`config.mk`:
```
export PLATFORM = sky130hd
export DESIGN_NAME = rx_desc_owner
export DESIGN_NICKNAME = d
export VERILOG_FILES = /design/src/rtl/rx_desc_pkg.sv /design/src/rtl/rx_qptr.sv /design/src/rtl/rx_stat_cnt.sv /design/src/rtl/rx_desc_fsm.sv /design/src/rtl/rx_desc_owner.sv
export SDC_FILE = /design/constraint.sdc
export NUM_CORES = 1
export LEC_CHECK = 0
export ABC_AREA = 1
export BUFFER_PORTS_ARGS = -buffer_cell sky130_fd_sc_hd__buf_2
export CORE_AREA = 2 2 109 121
export CTS_CLUSTER_DIAMETER = 40
export DETAILED_ROUTE_END_ITERATION = 8
export DIE_AREA = 0 0 111 123
export GPL_TIMING_DRIVEN = 0
export PLACE_DENSITY = 0.78
export SYNTH_ARGS = -nofsm -noshare
export SYNTH_HDL_FRONTEND = slang
export SYNTH_SLANG_ARGS = --single-unit
```
`constraint.sdc`:
```
create_clock -name clk -period 4.1 [get_ports clk]
set_input_delay 1.23 -clock clk [delete_from_list [all_inputs] [get_ports clk]]
set_output_delay 1.23 -clock clk [all_outputs]
set_load 0.01 [all_outputs]
```
`src/rtl/rx_desc_pkg.sv`:
```
// Shared types and layout constants for the receive descriptor manager.
// Assumes 32-bit descriptor words, two words per descriptor.
package rx_desc_pkg;
    typedef enum logic [2:0] {
        ST_IDLE,   // waiting for a frame start
        ST_FETCH,  // descriptor word 0 arriving
        ST_RECV,   // storing payload
        ST_DROP,   // ignoring the rest of a refused or overrun frame
        ST_WB1,    // writing status word
        ST_WB0,    // handing ownership to software
        ST_CMPL    // completion event, pointer advance
    } rxd_state_e;

    localparam int OWN_BIT     = 0;
    localparam int WRAP_BIT    = 1;
    localparam int DESC_BYTES  = 8;
    localparam int WORD1_OFS   = 4;
    localparam int REASON_LSB  = 16;
endpackage

```
`src/rtl/rx_qptr.sv`:
```
// Queue pointer register: loaded from the ring base on request, stepped by one
// descriptor or wrapped to the base after each stored frame.
// Assumes load and advance never coincide.
module rx_qptr #(
    parameter int AW = 32
) (
    input  logic          clk,
    input  logic          rst_n,
    input  logic [AW-1:0] ring_base,
    input  logic          load,
    input  logic          adv,
    input  logic          wrap,
    output logic [AW-1:0] qptr
);
    import rx_desc_pkg::*;

    localparam logic [AW-1:0] STEP = AW'(DESC_BYTES);

    // Pointer update: reset, load, or advance with wrap.
    always_ff @(posedge clk) begin
        if (!rst_n)    qptr <= '0;
        else if (load) qptr <= ring_base;
        else if (adv)  qptr <= wrap ? ring_base : qptr + STEP;
    end
endmodule

```
`src/rtl/rx_stat_cnt.sv`:
```
// Saturating event counter for frames dropped because of receive errors.
// Assumes a single-cycle increment strobe.
module rx_stat_cnt #(
    parameter int CW = 16
) (
    input  logic          clk,
    input  logic          rst_n,
    input  logic          inc,
    output logic [CW-1:0] cnt
);
    localparam logic [CW-1:0] TOP = '1;

    // Count up on each strobe, hold at the top value.
    always_ff @(posedge clk) begin
        if (!rst_n)                 cnt <= '0;
        else if (inc && cnt != TOP) cnt <= cnt + 1'b1;
    end
endmodule

```
`src/rtl/rx_desc_fsm.sv`:
```
// Frame sequencer: fetches the descriptor at frame start, tracks the frame,
// writes status and ownership back for good frames, and raises events.
// Assumes frm_end and the first data beat come at least two cycles after
// frm_start, the next frm_start comes at least four cycles after frm_end,
// and LW <= 16, MRW <= 16.
module rx_desc_fsm #(
    parameter int AW  = 32,
    parameter int LW  = 14,
    parameter int MRW = 3
) (
    input  logic           clk,
    input  logic           rst_n,
    input  logic [AW-1:0]  qptr,
    input  logic           frm_start,
    input  logic           frm_end,
    input  logic           frm_good,
    input  logic [LW-1:0]  frm_len,
    input  logic [MRW-1:0] match_why,
    input  logic           data_beat,
    input  logic           dma_ready,
    input  logic [31:0]    mem_rdata,
    output logic           mem_re,
    output logic           mem_we,
    output logic [AW-1:0]  mem_addr,
    output logic [31:0]    mem_wdata,
    output logic           adv,
    output logic           wrap,
    output logic           bad_inc,
    output logic           ev_rx_done,
    output logic           ev_no_buf,
    output logic           ev_overrun
);
    import rx_desc_pkg::*;

    rxd_state_e     st, st_nx;
    logic [31:0]    w0_q;
    logic [LW-1:0]  len_q;
    logic [MRW-1:0] why_q;
    logic           stall;
    logic [31:0]    status_w;

    assign stall    = (st == ST_RECV) && data_beat && !dma_ready;
    assign status_w = 32'(len_q) | (32'(why_q) << REASON_LSB);

    // State register plus captured descriptor word and end-of-frame status.
    always_ff @(posedge clk) begin
        if (!rst_n) begin
            st    <= ST_IDLE;
            w0_q  <= '0;
            len_q <= '0;
            why_q <= '0;
        end else begin
            st <= st_nx;
            if (st == ST_FETCH) w0_q <= mem_rdata;
            if (st == ST_RECV && frm_end) begin
                len_q <= frm_len;
                why_q <= match_why;
            end
        end
    end

    // Next-state selection.
    always_comb begin
        st_nx = st;
        unique case (st)
            ST_IDLE:  if (frm_start) st_nx = ST_FETCH;
            ST_FETCH: st_nx = mem_rdata[OWN_BIT] ? ST_DROP : ST_RECV;
            ST_RECV: begin
                if (frm_end)    st_nx = (frm_good && !stall) ? ST_WB1 : ST_IDLE;
                else if (stall) st_nx = ST_DROP;
            end
            ST_DROP:  if (frm_end) st_nx = ST_IDLE;
            ST_WB1:   st_nx = ST_WB0;
            ST_WB0:   st_nx = ST_CMPL;
            ST_CMPL:  st_nx = ST_IDLE;
            default:  st_nx = ST_IDLE;
        endcase
    end

    // Memory port and event outputs decoded from the state.
    always_comb begin
        mem_re     = (st == ST_IDLE) && frm_start;
        mem_we     = (st == ST_WB1) || (st == ST_WB0);
        mem_addr   = (st == ST_WB1) ? qptr + AW'(WORD1_OFS) : qptr;
        mem_wdata  = (st == ST_WB1) ? status_w : (w0_q | (32'd1 << OWN_BIT));
        adv        = (st == ST_CMPL);
        wrap       = w0_q[WRAP_BIT];
        bad_inc    = frm_end && !frm_good && ((st == ST_RECV) || (st == ST_DROP));
        ev_rx_done = (st == ST_CMPL);
        ev_no_buf  = (st == ST_FETCH) && mem_rdata[OWN_BIT];
        ev_overrun = stall;
    end
endmodule

```
`src/rtl/rx_desc_owner.sv`:
```
// Top of the receive descriptor ownership manager: sequencer, queue pointer
// and error counter. Assumes ring_base is 8-byte aligned and qp_init is only
// pulsed between frames.
module rx_desc_owner #(
    parameter int AW  = 32,
    parameter int LW  = 14,
    parameter int MRW = 3,
    parameter int CW  = 16
) (
    input  logic           clk,
    input  logic           rst_n,
    input  logic [AW-1:0]  ring_base,
    input  logic           qp_init,
    input  logic           frm_start,
    input  logic           frm_end,
    input  logic           frm_good,
    input  logic [LW-1:0]  frm_len,
    input  logic [MRW-1:0] match_why,
    input  logic           data_beat,
    input  logic           dma_ready,
    output logic           mem_re,
    output logic           mem_we,
    output logic [AW-1:0]  mem_addr,
    output logic [31:0]    mem_wdata,
    input  logic [31:0]    mem_rdata,
    output logic [AW-1:0]  qptr,
    output logic           ev_rx_done,
    output logic           ev_no_buf,
    output logic           ev_overrun,
    output logic [CW-1:0]  bad_cnt
);
    logic adv, wrap, bad_inc;

    rx_desc_fsm #(.AW(AW), .LW(LW), .MRW(MRW)) u_fsm (
        .clk        (clk),
        .rst_n      (rst_n),
        .qptr       (qptr),
        .frm_start  (frm_start),
        .frm_end    (frm_end),
        .frm_good   (frm_good),
        .frm_len    (frm_len),
        .match_why  (match_why),
        .data_beat  (data_beat),
        .dma_ready  (dma_ready),
        .mem_rdata  (mem_rdata),
        .mem_re     (mem_re),
        .mem_we     (mem_we),
        .mem_addr   (mem_addr),
        .mem_wdata  (mem_wdata),
        .adv        (adv),
        .wrap       (wrap),
        .bad_inc    (bad_inc),
        .ev_rx_done (ev_rx_done),
        .ev_no_buf  (ev_no_buf),
        .ev_overrun (ev_overrun)
    );

    rx_qptr #(.AW(AW)) u_qptr (
        .clk       (clk),
        .rst_n     (rst_n),
        .ring_base (ring_base),
        .load      (qp_init),
        .adv       (adv),
        .wrap      (wrap),
        .qptr      (qptr)
    );

    rx_stat_cnt #(.CW(CW)) u_cnt (
        .clk   (clk),
        .rst_n (rst_n),
        .inc   (bad_inc),
        .cnt   (bad_cnt)
    );
endmodule

```
# Word level (Yosys, flattened, before mapping)
# Cells that the tools add are included.
# W data, S select, Z words.
[op_classes] reduce_logical=17 n_addsub=3 n_eq_ne=10 muxes=12 n_bitwise=1
[op_table] cell="$mux W32" count=5
[op_table] cell="$add A32 B3 Y32 const B" count=1
[op_table] cell="$add A32 B4 Y32 const B" count=1
[op_table] cell="$or A14 B19 Y19" count=1
[op_table] cell="$pmux W3 S6" count=1
[op_table] cell="$add A16 B1 Y16 const B" count=1
[op_table] cell="$ne A16 B16 Y1 const B" count=1
[op_table] cell="$mux W3" count=5
[op_table] cell="$eq A3 B3 Y1 const B" count=3
[op_table] cell="$logic_and A1 B1 Y1" count=9
[op_table] cell="$eq A3 B2 Y1 const B" count=2
[op_table] cell="$ne A2 B2 Y1 const B" count=2
[op_table] cell="$eq A3 B1 Y1 const B" count=1
[op_table] cell="$logic_not A1 Y1" count=3
[op_table] cell="$logic_not A3 Y1" count=1
[op_table] cell="$ne A3 B2 Y1 const B" count=1
[op_table] cell="$reduce_and A3 Y1" count=1
[op_table] cell="$logic_or A1 B1 Y1" count=2
[op_table] cell="$reduce_bool A2 Y1" count=1
[op_table] cell="$mux W1" count=1
[totals] out_inout_bits=117 regBits=100 word_cells=49

# Depth between registers and ports, before layout
# Gate-level depths: netlist of the first run.
[logic_depth] ltp_word=8 ltp_mapped=10 depth_no_buf=10

# Hierarchy
# From an unflattened synthesis of the first run, not the netlist that was laid out.
[unflattened] cells_unflattened=998 hier_area_um2=6329.8
[modules_own_cells] mod="rx_desc_fsm" n_inst=1 area_per_inst_um2=3091.7 seq_area_each_um2=1021.0 cells_per_inst=483
[modules_own_cells] mod="rx_qptr" n_inst=1 area_per_inst_um2=2242.2 seq_area_each_um2=640.6 cells_per_inst=366
[modules_own_cells] mod="rx_stat_cnt" n_inst=1 area_per_inst_um2=996.0 seq_area_each_um2=320.3 cells_per_inst=149

# Worst setup path before layout of the first run
# Ideal clock, no wire load.
[synth_path] kind="reg2out" start="reg u_qptr.qptr[4]" end="out mem_addr[27]" arrival_time_ns=1.561 required_ns=2.870 path_slack_ns=1.309 path_buffers=0 stages_incl_launch_ff=9 path_cell_list="dfxtp_1 > ha_1 > nand3_2 > inv_2 > nand2_2 > nor2_2 > nand2_1 > nor2_1 > xor2_1"
[synth_via] elab_chain_len=2
[synth_lines] element="start, declared" line="rx_qptr.sv:13" rtl="output logic [AW-1:0] qptr"
[synth_lines] element="start signal, assigned" line="rx_qptr.sv:22" rtl="else if (load) qptr <= ring_base;"
[synth_lines] element="start signal, assigned" line="rx_qptr.sv:23" rtl="else if (adv) qptr <= wrap ? ring_base : qptr + STEP;"
[synth_lines] element="$add A32 B3 Y32" line="rx_desc_fsm.sv:84" rtl="mem_addr = (st == ST_WB1) ? qptr + AW'(WORD1_OFS) : qptr;"
[synth_lines] element="$mux W32" line="rx_desc_fsm.sv:84"
[synth_lines] element="end, declared" line="rx_desc_owner.sv:23" rtl="output logic [AW-1:0] mem_addr,"
# No other way between the ends.

# Worst setup path after layout of the first run
[layout_path] start="reg u_fsm.st[0]" end="out mem_addr[11]"
[layout_via] elab_chain_len=2
[layout_lines] element="start, declared" line="rx_desc_fsm.sv:35" rtl="rxd_state_e st, st_nx;"
[layout_lines] element="start signal, assigned" line="rx_desc_fsm.sv:53" rtl="st <= st_nx;"
[layout_lines] element="$eq A3 B3 Y1" line="rx_desc_fsm.sv:84"
[layout_lines] element="$mux W32" line="rx_desc_fsm.sv:84"
# No other way between the ends.

==> results of run 1 <==
kinds of logic (layout without fill, tap and decap cells):
family | Yosys count | count (layout) | share of synthesized area, %
xor gates and xnor gates | 34 | 34 | 5.32
adders and majority gates | 3 | 3 | 0.670
and+or+nand+nor | 403 | 403 | 30.7
buffers and inverters | 142 | 363 | 10.2
DFF | 99 | 99 | 35.4
AOI/OAI and AO/OA | 195 | 195 | 17.8
cell usage in the layout (no fill, tap or decap), drive strengths merged:
master    n
o21bai    1
nand3    45
a31oi     3
nand4     8
a211oi    2
nor2    158
clkinv    6
xor2     32
a21oi    75
and2      1
nor4      1
or2       1
ha        3
nor3     12
o21ai   110
nor3b     2
buf     218
nand2   175
o31ai     2
o22ai     2
xnor2     2
dfxtp    99
inv     105
clkbuf   34
power breakdown:
part	switching, mW	internal [mW]	leakage, nW
combinational	0.408	0.248	2.26
clock	0.398	0.436	0.145
sequential	0.0746	1.08	0.810
state kept, by name, indices dropped and copies added (netlist names):
| register | cells |
|---|---|
| u_fsm.len_q | 14 |
| u_cnt.cnt | 16 |
| u_fsm.why_q | 3 |
| u_fsm.st | 3 |
| u_fsm.w0_q | 31 |
| u_qptr.qptr | 32 |
Yosys cell counts (all sizes together), types with 2 or more instances:
cell type	n	area share [%]
clkinv	2	0.13
dfxtp	99	35
a211oi	2	0.27
inv	103	6.9
nor2	158	12
buf	13	1.5
o31ai	2	0.27
nand3	45	4.3
a21oi	75	6.7
o22ai	2	0.22
a31oi	3	0.34
nor3b	2	0.27
xor2	32	5.0
nand2	175	12
clkbuf	24	1.6
nand4	8	0.89
ha	3	0.67
nor3	12	1.1
xnor2	2	0.31
o21ai	110	9.8
tightest hold or removal path: stages (launching register included):
cell and delay [ps]:
dfxtp_1 300, inv_1 50, a21oi_1 50
per-layer routing:
metal / vias up / routed length [um]
li1: 3239 / -
met5: - / 0
met2: 239 / 8320
met1: 2943 / 7780
met3: 26 / 1520
met4: 0 / 369
layout make-up:
class / instances / area [um^2] / area share [%]
Tap cell: 157 / 196 / 2.76
Clock inverter: 6 / 47.5 / 0.669
Inverter: 105 / 394 / 5.54
Multi-Input combinational cell: 635 / 3050 / 42.9
Sequential cell: 99 / 1980 / 27.9
Buffer: 37 / 176 / 2.48
Timing Repair Buffer: 205 / 1030 / 14.4
Clock buffer: 10 / 239 / 3.36
worst min path at each step:
stage | start | to | slack [ps]
floorplan | u_fsm.w0_q[10] | u_fsm.w0_q[10] | 420
global placement | u_fsm.w0_q[7] | u_fsm.w0_q[7] | 430
detailed placement | u_fsm.w0_q[11] | u_fsm.w0_q[11] | 440
CTS | u_fsm.w0_q[11] | u_fsm.w0_q[11] | 450
global route | u_fsm.w0_q[26] | u_fsm.w0_q[26] | 470
finish | u_fsm.w0_q[18] | u_fsm.w0_q[18] | 450
==> flow_summary.json, run 1 <==
{
  "grt_util_met3_pct": 7.06,
  "cts_post_setup_buffers_inserted": 0,
  "gr-usage-all-layers_pct": 26.2,
  "timing.rr.end": "u_cnt.cnt[11]",
  "hold-path-cell-count": 2,
  "p_total_mw": 2.64,
  "yosys_reg_bits": 99,
  "layout.nets": 1184,
  "postCtsResizedCells": 0,
  "final.period_utilization_pct": 82.9,
  "timing.critical_path.to_type": "output port",
  "power_leakage_nw": 3.21,
  "status": "finished clean",
  "post_dp_cell_area_um2": 6820,
  "crit-reg2reg-launch": "u_cnt.cnt[0]",
  "gp_congestion": 0.915,
  "slew-limit-headroom_pct": 52.0,
  "grt-busiest-layer": "met2",
  "detailed_place_hpwl_mm": 14.1,
  "io_buffer_count": 205,
  "critPathKind": "register to output port",
  "final-max-slew-violation-count": 0,
  "n_fill_cell": 1256,
  "worstPathCellList": "nor2_2 > nand2_2 > nor2_1 > inv_1 > nor2_1 > xor2_1 > buf_2",
  "clk_pin_slew_ps": 70,
  "placeableCoreArea_um2": 12400,
  "cp_slowest_stage_delay_ps": 400,
  "grt_util_met2_pct": 44.7,
  "worst-path-max-fanout": 7,
  "die-area_um2": 13700,
  "rsz0062_at_grt": "false",
  "syn_area_um2": 5600,
  "vias_per_cell": 5.14,
  "most_numerous_cell_on_the_critical_path": "nor2_1",
  "drt-wirelength-per-cell_um": 14.3,
  "gr-usage-met1_pct": 32.7,
  "preCtsSetupSlack_ps": 1090,
  "crit_end": "mem_addr[11]",
  "cp-start-kind": "register",
  "ir_worst_vdd_mv": 0.235,
  "finalSetupTns_ps": 0,
  "grt_max_degree": 18,
  "cp.arrival_ps": 2170,
  "grt_first_pass_wirelength_mm": 28.8,
  "grt_overflow": 0,
  "yosys_warnings": 0,
  "placed_cells": 1238,
  "fp.dieH_um": 123,
  "postRouteAntennaNets": 0,
  "synth_sequential_area_ratio_pct": 35.4,
  "cts-buffers-inserted": 9,
  "drcViolationCount": 0,
  "synthToLayoutAreaGrowth_pct": 26.9,
  "die_x_um": 111,
  "finalClockSkew_ps": 6.27,
  "drt_first_pass_iters": 6,
  "syn-instance-count": 876,
  "timing.hold.ws_ps": 448,
  "finish.utilization_pct": 57.2,
  "setup_viol": 0,
  "rows": 43,
  "clock_insertion_delay_worst_skew_ps": 340,
  "vias_in_the_first_global_route": 5928,
  "start_util_pct": 45.1,
  "hold_path_class": "register to register",
  "cts_tree": "built",
  "cts.sinks": 99,
  "cp_startpoint": "u_fsm.st[0]",
  "reg2regPathDepth": 8,
  "pwr_density_cell_nw_per_um2": 371,
  "reg2reg_setup_slack_ps": 2320,
  "min_period_ps": 3400,
  "worst_path_dominant_cell_family": "simple AND/OR/NAND/NOR gates",
  "drv.max_cap_violation_count": 0,
  "antennaDiodeCount": 0,
  "ios": 206,
  "drive_above_1_share_pct": 24.0,
  "synth_nets": 968,
  "htreeDepth": 3,
  "netlist-cell-type-count": 32,
  "detail_route.wirelength_mm": 18.0,
  "path_depth": 7,
  "worst_slack_ps": 703,
  "cts_root_buf": "clkbuf_16",
  "critPathSlowestCell": "nor2_1",
  "worstPathBufferInverterCount": 2,
  "cts-root-to-sink-buffers": 2,
  "ys_dominant_reg_cell": "dfxtp_1",
  "ys_async_sr_fraction_pct": 0,
  "non_filler_instance_count_after_layout": 1254,
  "grt_antenna_before_repair": 1,
  "fmax_mhz": 294,
  "cts_hold_repair.buffers": 0,
  "cp.required_ps": 2870,
  "synth_edf_count": 0,
  "drt_first_iter_violations": 439,
  "vias": 6447,
  "post_synth.cell_area_avg_um2": 6.39,
  "final-hold-violation-count": 0,
  "design_area_um2": 7110,
  "max_slew.worst_pin.slew_ps": 719
}
Note: power is estimated with default switching activity, not from simulation.
==> inputs of run 2 (changes only) <==
Settings changed: CORE_AREA 2 2 109 121 to 2 2 110 122, DIE_AREA 0 0 111 123 to 0 0 112 124, PLACE_DENSITY 0.78 to 0.8.
Clock period 4.1 ns to 3 ns, I/O delays scaled along.
==> run 2 against run 1 <==
Net effect: clock skew is 4.3 ps higher; largest cell class unchanged; cell area is 1.3% higher; flip-flop and latch count unchanged; die area grew 1.7%; largest power group unchanged; worst hold slack worse by 0.95 ps; critical path type unchanged; total power is 39% higher; via count grew 0.29%; sequential share of layout area fell by 0.16 points; clock-buffer cell count is the same; clock power is 40% higher; combinational power up 39%; global-route usage is 0.12 points higher.
==> flow_summary.json, run 2 (synthesis results as in run 1) <==
{
  "status": "finished clean",
  "power.switching_fraction_pct": 34.0,
  "clock_insertion_delay_worst_skew_ps": 360,
  "slew-limit-headroom_pct": 49.2,
  "share_seq_of_total_power_pct": 43.1,
  "non_filler_instance_count_after_layout": 1255,
  "largest_register_ffs": 32,
  "gp_congestion": 0.958,
  "biggestRegsByFlops": "u_qptr.qptr x32, u_fsm.w0_q x31, u_cnt.cnt x16",
  "die_x_um": 112,
  "cp-start-kind": "register",
  "detailed_place_hpwl_mm": 14.5,
  "grt_overflow": 0,
  "clk_pin_slew_ps": 70,
  "synthToLayoutAreaGrowth_pct": 28.6,
  "max_flop_register": "u_qptr.qptr",
  "io_buffer_count": 205,
  "vias": 6466,
  "placed_cells": 1238,
  "cp.arrival_ps": 2010,
  "start_util_pct": 44.5,
  "fp.dieH_um": 124,
  "post_dp_cell_area_um2": 6820,
  "layout.nets": 1185,
  "timing.critical_path.to_type": "output port",
  "critPathKind": "register to output port",
  "cts-buffers-inserted": 9,
  "ios": 206,
  "power.share.combinational_pct": 24.8,
  "antennaDiodeCount": 0,
  "placeableCoreArea_um2": 12600,
  "cts-root-to-sink-buffers": 2,
  "htreeDepth": 3,
  "design_area_um2": 7200,
  "detail_route.wirelength_mm": 18.7,
  "final-max-slew-violation-count": 0,
  "drt_first_pass_iters": 5,
  "final-hold-violation-count": 0,
  "internal_power_mw": 2.42,
  "die-area_um2": 13900,
  "drv.max_cap_violation_count": 0,
  "pwr_density_cell_nw_per_um2": 509,
  "drive_above_1_share_pct": 25.9,
  "p_total_mw": 3.67,
  "rows": 43,
  "fmax_mhz": 343,
  "gr-usage-all-layers_pct": 26.4,
  "power_leakage_nw": 3.24,
  "setup_viol": 0,
  "p_clk_share_pct": 32.0,
  "cts_tree": "built",
  "timing.hold.ws_ps": 447,
  "cts_root_buf": "clkbuf_16",
  "max_slew.worst_pin.slew_ps": 763,
  "drt_first_iter_violations": 507,
  "final_cell_mix": "buf_2 (211), nand2_1 (169), nor2_1 (143)",
  "hold_path_class": "register to register",
  "cp.required_ps": 2100,
  "finalClockSkew_ps": 10.6,
  "ir_worst_vdd_mv": 0.420,
  "finalSetupTns_ps": 0,
  "drcViolationCount": 0,
  "drt-wirelength-per-cell_um": 14.9,
  "grt_antenna_before_repair": 0,
  "final.period_utilization_pct": 97.1,
  "cts.sinks": 99,
  "vias_per_cell": 5.15,
  "cts_hold_repair.buffers": 0,
  "grt_max_degree": 19,
  "power_switching_mw": 1.25,
  "vias_in_the_first_global_route": 5874,
  "postRouteAntennaNets": 0,
  "min_period_ps": 2910,
  "most_common_library_cell_in_the_layout_ignoring_fill_and_taps": "buf_2",
  "grt_first_pass_wirelength_mm": 29.0,
  "worst-path-max-fanout": 5
}
-- run 2: critical path, stage by stage, from the launching register on --
cell	delay (ps)
dfxtp_2	410
ha_4	180
nand3_2	140
nor2_2	200
and2_1	220
xor2_1	200
nand2_1	70
o21ai_0	70
buf_2	150
-- run 2: through the flow --
step / util, % / setup slack [ps]
3_5_place_dp: 54.2 / 237
6_report: 57.2 / 87.6
2_1_floorplan: - / 539
5_1_grt: 57.2 / -15.3
3_3_place_gp: 54.2 / 270
4_1_cts: 56.7 / 13.9
-- run 2: timing repair --
| action | 4_1_cts | 5_1_grt |
|---|---|---|
| gates resized for setup | 6 | 25 |
| buffers inserted | 0 | 1 |
| hold endpoints to repair | 0 | 0 |
| pin swaps | 0 | 1 |
| endpoints found under the setup margin | 16 | 35 |
-- run 2: layout make-up --
cell class	instances	area [um^2]
fillers	1281	5390
multi-input cells	635	3100
flip-flops and latches	99	2000
repair buffers	206	1030
inverters	105	394
clock buffers	10	239
well taps	157	196
plain buffers	37	183
clock inverters	6	61.3
-- run 2: path summary, 6_finish.rpt --
path / startpoint / end / slack [ps] / cells after the start
worst max-delay path: u_qptr.qptr[3] / mem_addr[13] / 90 / 8
worst min-delay path: u_fsm.w0_q[17] / u_fsm.w0_q[17] / 450 / 2
worst max register to register: u_cnt.cnt[0] / u_cnt.cnt[11] / 1230 / 8
worst min register to register: u_fsm.w0_q[17] / u_fsm.w0_q[17] / 450 / 2
-- run 2: power by group through the flow --
stage | registers [mW] | clock network [mW] | logic (mW)
2_1_floorplan | 1.59 | 0 | 0.529
3_3_place_gp | 1.60 | 0 | 0.887
3_5_place_dp | 1.60 | 0 | 0.899
4_1_cts | 1.57 | 1.19 | 0.904
5_1_grt | 1.60 | 1.24 | 1.02
6_report | 1.58 | 1.17 | 0.911
-- run 2: per-layer routing --
metal	GRT usage (%)	routed length, um
met5	0	0
met4	11.4	467
met3	6.18	1750
met2	44.1	8730
met1	32.8	7780
==> inputs of run 3 (changes only) <==
Settings changed: ABC_AREA 1 to default, PLACE_DENSITY 0.8 to 0.81.
==> run 3 against run 2 <==
Net effect: cell area increased by 10%; clock skew increased by 2.1 ps; sequential share of layout area decreased by 2.1 points; sequential power decreased by 8%; critical path type unchanged; fmax decreased by 1.5%; largest cell class unchanged; clock-buffer cell count decreased by 1; die area unchanged; via count increased by 5.2%.
==> flow_summary.json, run 3 <==
{
  "yosys_warnings": 0,
  "hold_path_class": "register to register",
  "placeableCoreArea_um2": 12600,
  "p_clk_share_pct": 36.5,
  "syn-instance-count": 747,
  "vias_in_the_first_global_route": 6301,
  "cts-root-to-sink-buffers": 2,
  "detail_route.wirelength_mm": 21.3,
  "finish.utilization_pct": 63.1,
  "gr-usage-all-layers_pct": 29.3,
  "ios": 206,
  "setup_viol": 0,
  "drt_first_iter_violations": 534,
  "power.switching_fraction_pct": 30.8,
  "max_slew.worst_pin.slew_ps": 1030,
  "critPathKind": "register to output port",
  "power_switching_mw": 1.05,
  "die-area_um2": 13900,
  "biggestRegsByFlops": "u_qptr.qptr x32, u_fsm.w0_q x31, u_cnt.cnt x16",
  "synth_edf_count": 0,
  "grt_antenna_before_repair": 2,
  "netlist-cell-type-count": 63,
  "grt_overflow": 0,
  "status": "finished clean",
  "start_util_pct": 45.4,
  "timing.critical_path.to_type": "output port",
  "worst-path-max-fanout": 9,
  "synth_nets": 839,
  "synthToLayoutAreaGrowth_pct": 39.0,
  "final-max-slew-violation-count": 0,
  "post_dp_cell_area_um2": 6930,
  "cts_root_buf": "clkbuf_16",
  "htreeDepth": 3,
  "max_flop_register": "u_qptr.qptr",
  "cts-buffers-inserted": 9,
  "post_synth_most_frequent_cells": "nand2_1 (146), dfxtp_1 (99), a21oi_1 (79)",
  "rsz0062_at_grt": "true",
  "io_buffer_count": 205,
  "drt-wirelength-per-cell_um": 18.4,
  "post_synth.cell_area_avg_um2": 7.65,
  "syn_area_um2": 5710,
  "ir_worst_vdd_mv": 0.360,
  "die_x_um": 112,
  "cts.sinks": 99,
  "fp.dieH_um": 124,
  "most_common_library_cell_in_the_layout_ignoring_fill_and_taps": "buf_2",
  "p_total_mw": 3.40,
  "layout.nets": 1089,
  "clk_pin_slew_ps": 70,
  "clock_insertion_delay_worst_skew_ps": 360,
  "detailed_place_hpwl_mm": 14.9,
  "most_numerous_cell_in_the_yosys_netlist": "nand2_1",
  "synth_top_area_share_pct": 34.7,
  "final_cell_mix": "buf_2 (208), nand2_1 (146), a21oi_1 (78)",
  "largest_register_ffs": 32,
  "ys_async_sr_fraction_pct": 0,
  "vias": 6800,
  "dominant_cells_by_area_after_synthesis": "dfxtp_1 (35%), nand2_1 (9.6%), a21oi_1 (6.9%)",
  "yosys_reg_bits": 99,
  "min_period_ps": 2960,
  "vias_per_cell": 5.86,
  "ys_dominant_reg_cell": "dfxtp_1",
  "design_area_um2": 7940,
  "grt_max_degree": 20,
  "synth_sequential_area_ratio_pct": 34.7,
  "cts_hold_repair.buffers": 0,
  "drive_above_1_share_pct": 37.1,
  "gp_congestion": 0.959,
  "rows": 43,
  "power_leakage_nw": 3.53,
  "internal_power_mw": 2.35,
  "grt_first_pass_wirelength_mm": 32.1,
  "cp-start-kind": "register",
  "cp.required_ps": 2100,
  "drcViolationCount": 0,
  "postRouteAntennaNets": 0,
  "final.period_utilization_pct": 98.6,
  "drv.max_cap_violation_count": 0,
  "power.share.combinational_pct": 20.5,
  "synth.largest_area_cell": "dfxtp_1",
  "drt_first_pass_iters": 8,
  "pwr_density_cell_nw_per_um2": 429,
  "fmax_mhz": 338,
  "cp.arrival_ps": 2060,
  "final-hold-violation-count": 0,
  "slew-limit-headroom_pct": 30.6,
  "share_seq_of_total_power_pct": 43.0,
  "finalClockSkew_ps": 12.6,
  "cts_tree": "built"
}
-- run 3: cell types whose count changed in the layout (fill, tap and decap cells not counted), sizes merged, moves of 16 or more --
cell,before,now
nor2,158,28
o21ai,110,15
inv,104,13
buf,219,272
nand2,175,146
nand3,45,26
mux2,0,18
xor2,32,15
nor2b,0,16
-- run 3: critical path, cell delays in order (launching register included) --
cell	delay, ps
dfxtp_1	300
clkbuf_4	180
nor3b_4	260
buf_6	170
and2_0	120
buf_4	170
nand3_1	140
xnor2_2	200
buf_2	160
-- run 3: what timing repair did --
item                       CTS  global route
cloned                       0             0
pin swaps                   11            10
resized for setup           84            37
buffers inserted            21            22
setup endpoints to repair   60            28
-- run 3: cells by family after synthesis --
family                   after synthesis  synth area share [%]
AO/OA/AOI/OAI                        166                  18.4
XOR/XNOR                              29                  4.45
adder cells (fa/ha/maj)                3                 0.657
buffers and inverters                 79                  5.83
flip-flops                            99                  34.7
multiplexers                          31                  5.83
AND/OR/NAND/NOR                      340                  30.1
-- run 3: routing by layer --
layer  track usage (%)  part of all wire, %  vias to the layer above
li1                  -                    -                     3186
met1              34.1                   38                     3114
met2              49.2                   47                      408
met3              7.40                  9.6                       90
met4              17.5                  4.7                        2
met5                 0                0.061                        -
-- run 3: metrics by stage --
step	hold WS [ps]	instances	setup slack [ps]	setup TNS, ps
floorplan	431	747	185	0
global placement	437	1109	-550	-3720
detailed placement	442	1109	-543	-3640
CTS	452	1140	1.14	0
global route	474	1159	-77.5	-245
finish	451	1161	42.3	0
-- run 3: layout make-up --
class	instances	area, um^2
antenna	2	5.00
tap	157	196
timing repair buffer	248	1350
buffer	58	358
fill	1168	4650
clock buffer	9	225
clock inverter	7	81.3
inverter	12	52.6
multi-input combinational	569	3630
sequential	99	2040
-- run 3: path summary, 6_finish.rpt --
kind / to / depth (start not counted) / from / slack, ps
max: mem_addr[27] / 8 / u_fsm.st[1] / 40
min: u_fsm.w0_q[27] / 2 / u_fsm.w0_q[27] / 450
max reg2reg: u_qptr.qptr[20] / 6 / u_fsm.st[1] / 230
min reg2reg: u_fsm.w0_q[27] / 2 / u_fsm.w0_q[27] / 450
-- run 3: power groups by stage --
| stage | registers, mW | logic [mW] | clock network [mW] |
|---|---|---|---|
| floorplan | 1.48 | 0.375 | 0 |
| global placement | 1.48 | 0.639 | 0 |
| detailed placement | 1.48 | 0.645 | 0 |
| CTS | 1.46 | 0.674 | 1.25 |
| global route | 1.47 | 0.763 | 1.31 |
| finish | 1.46 | 0.699 | 1.24 |
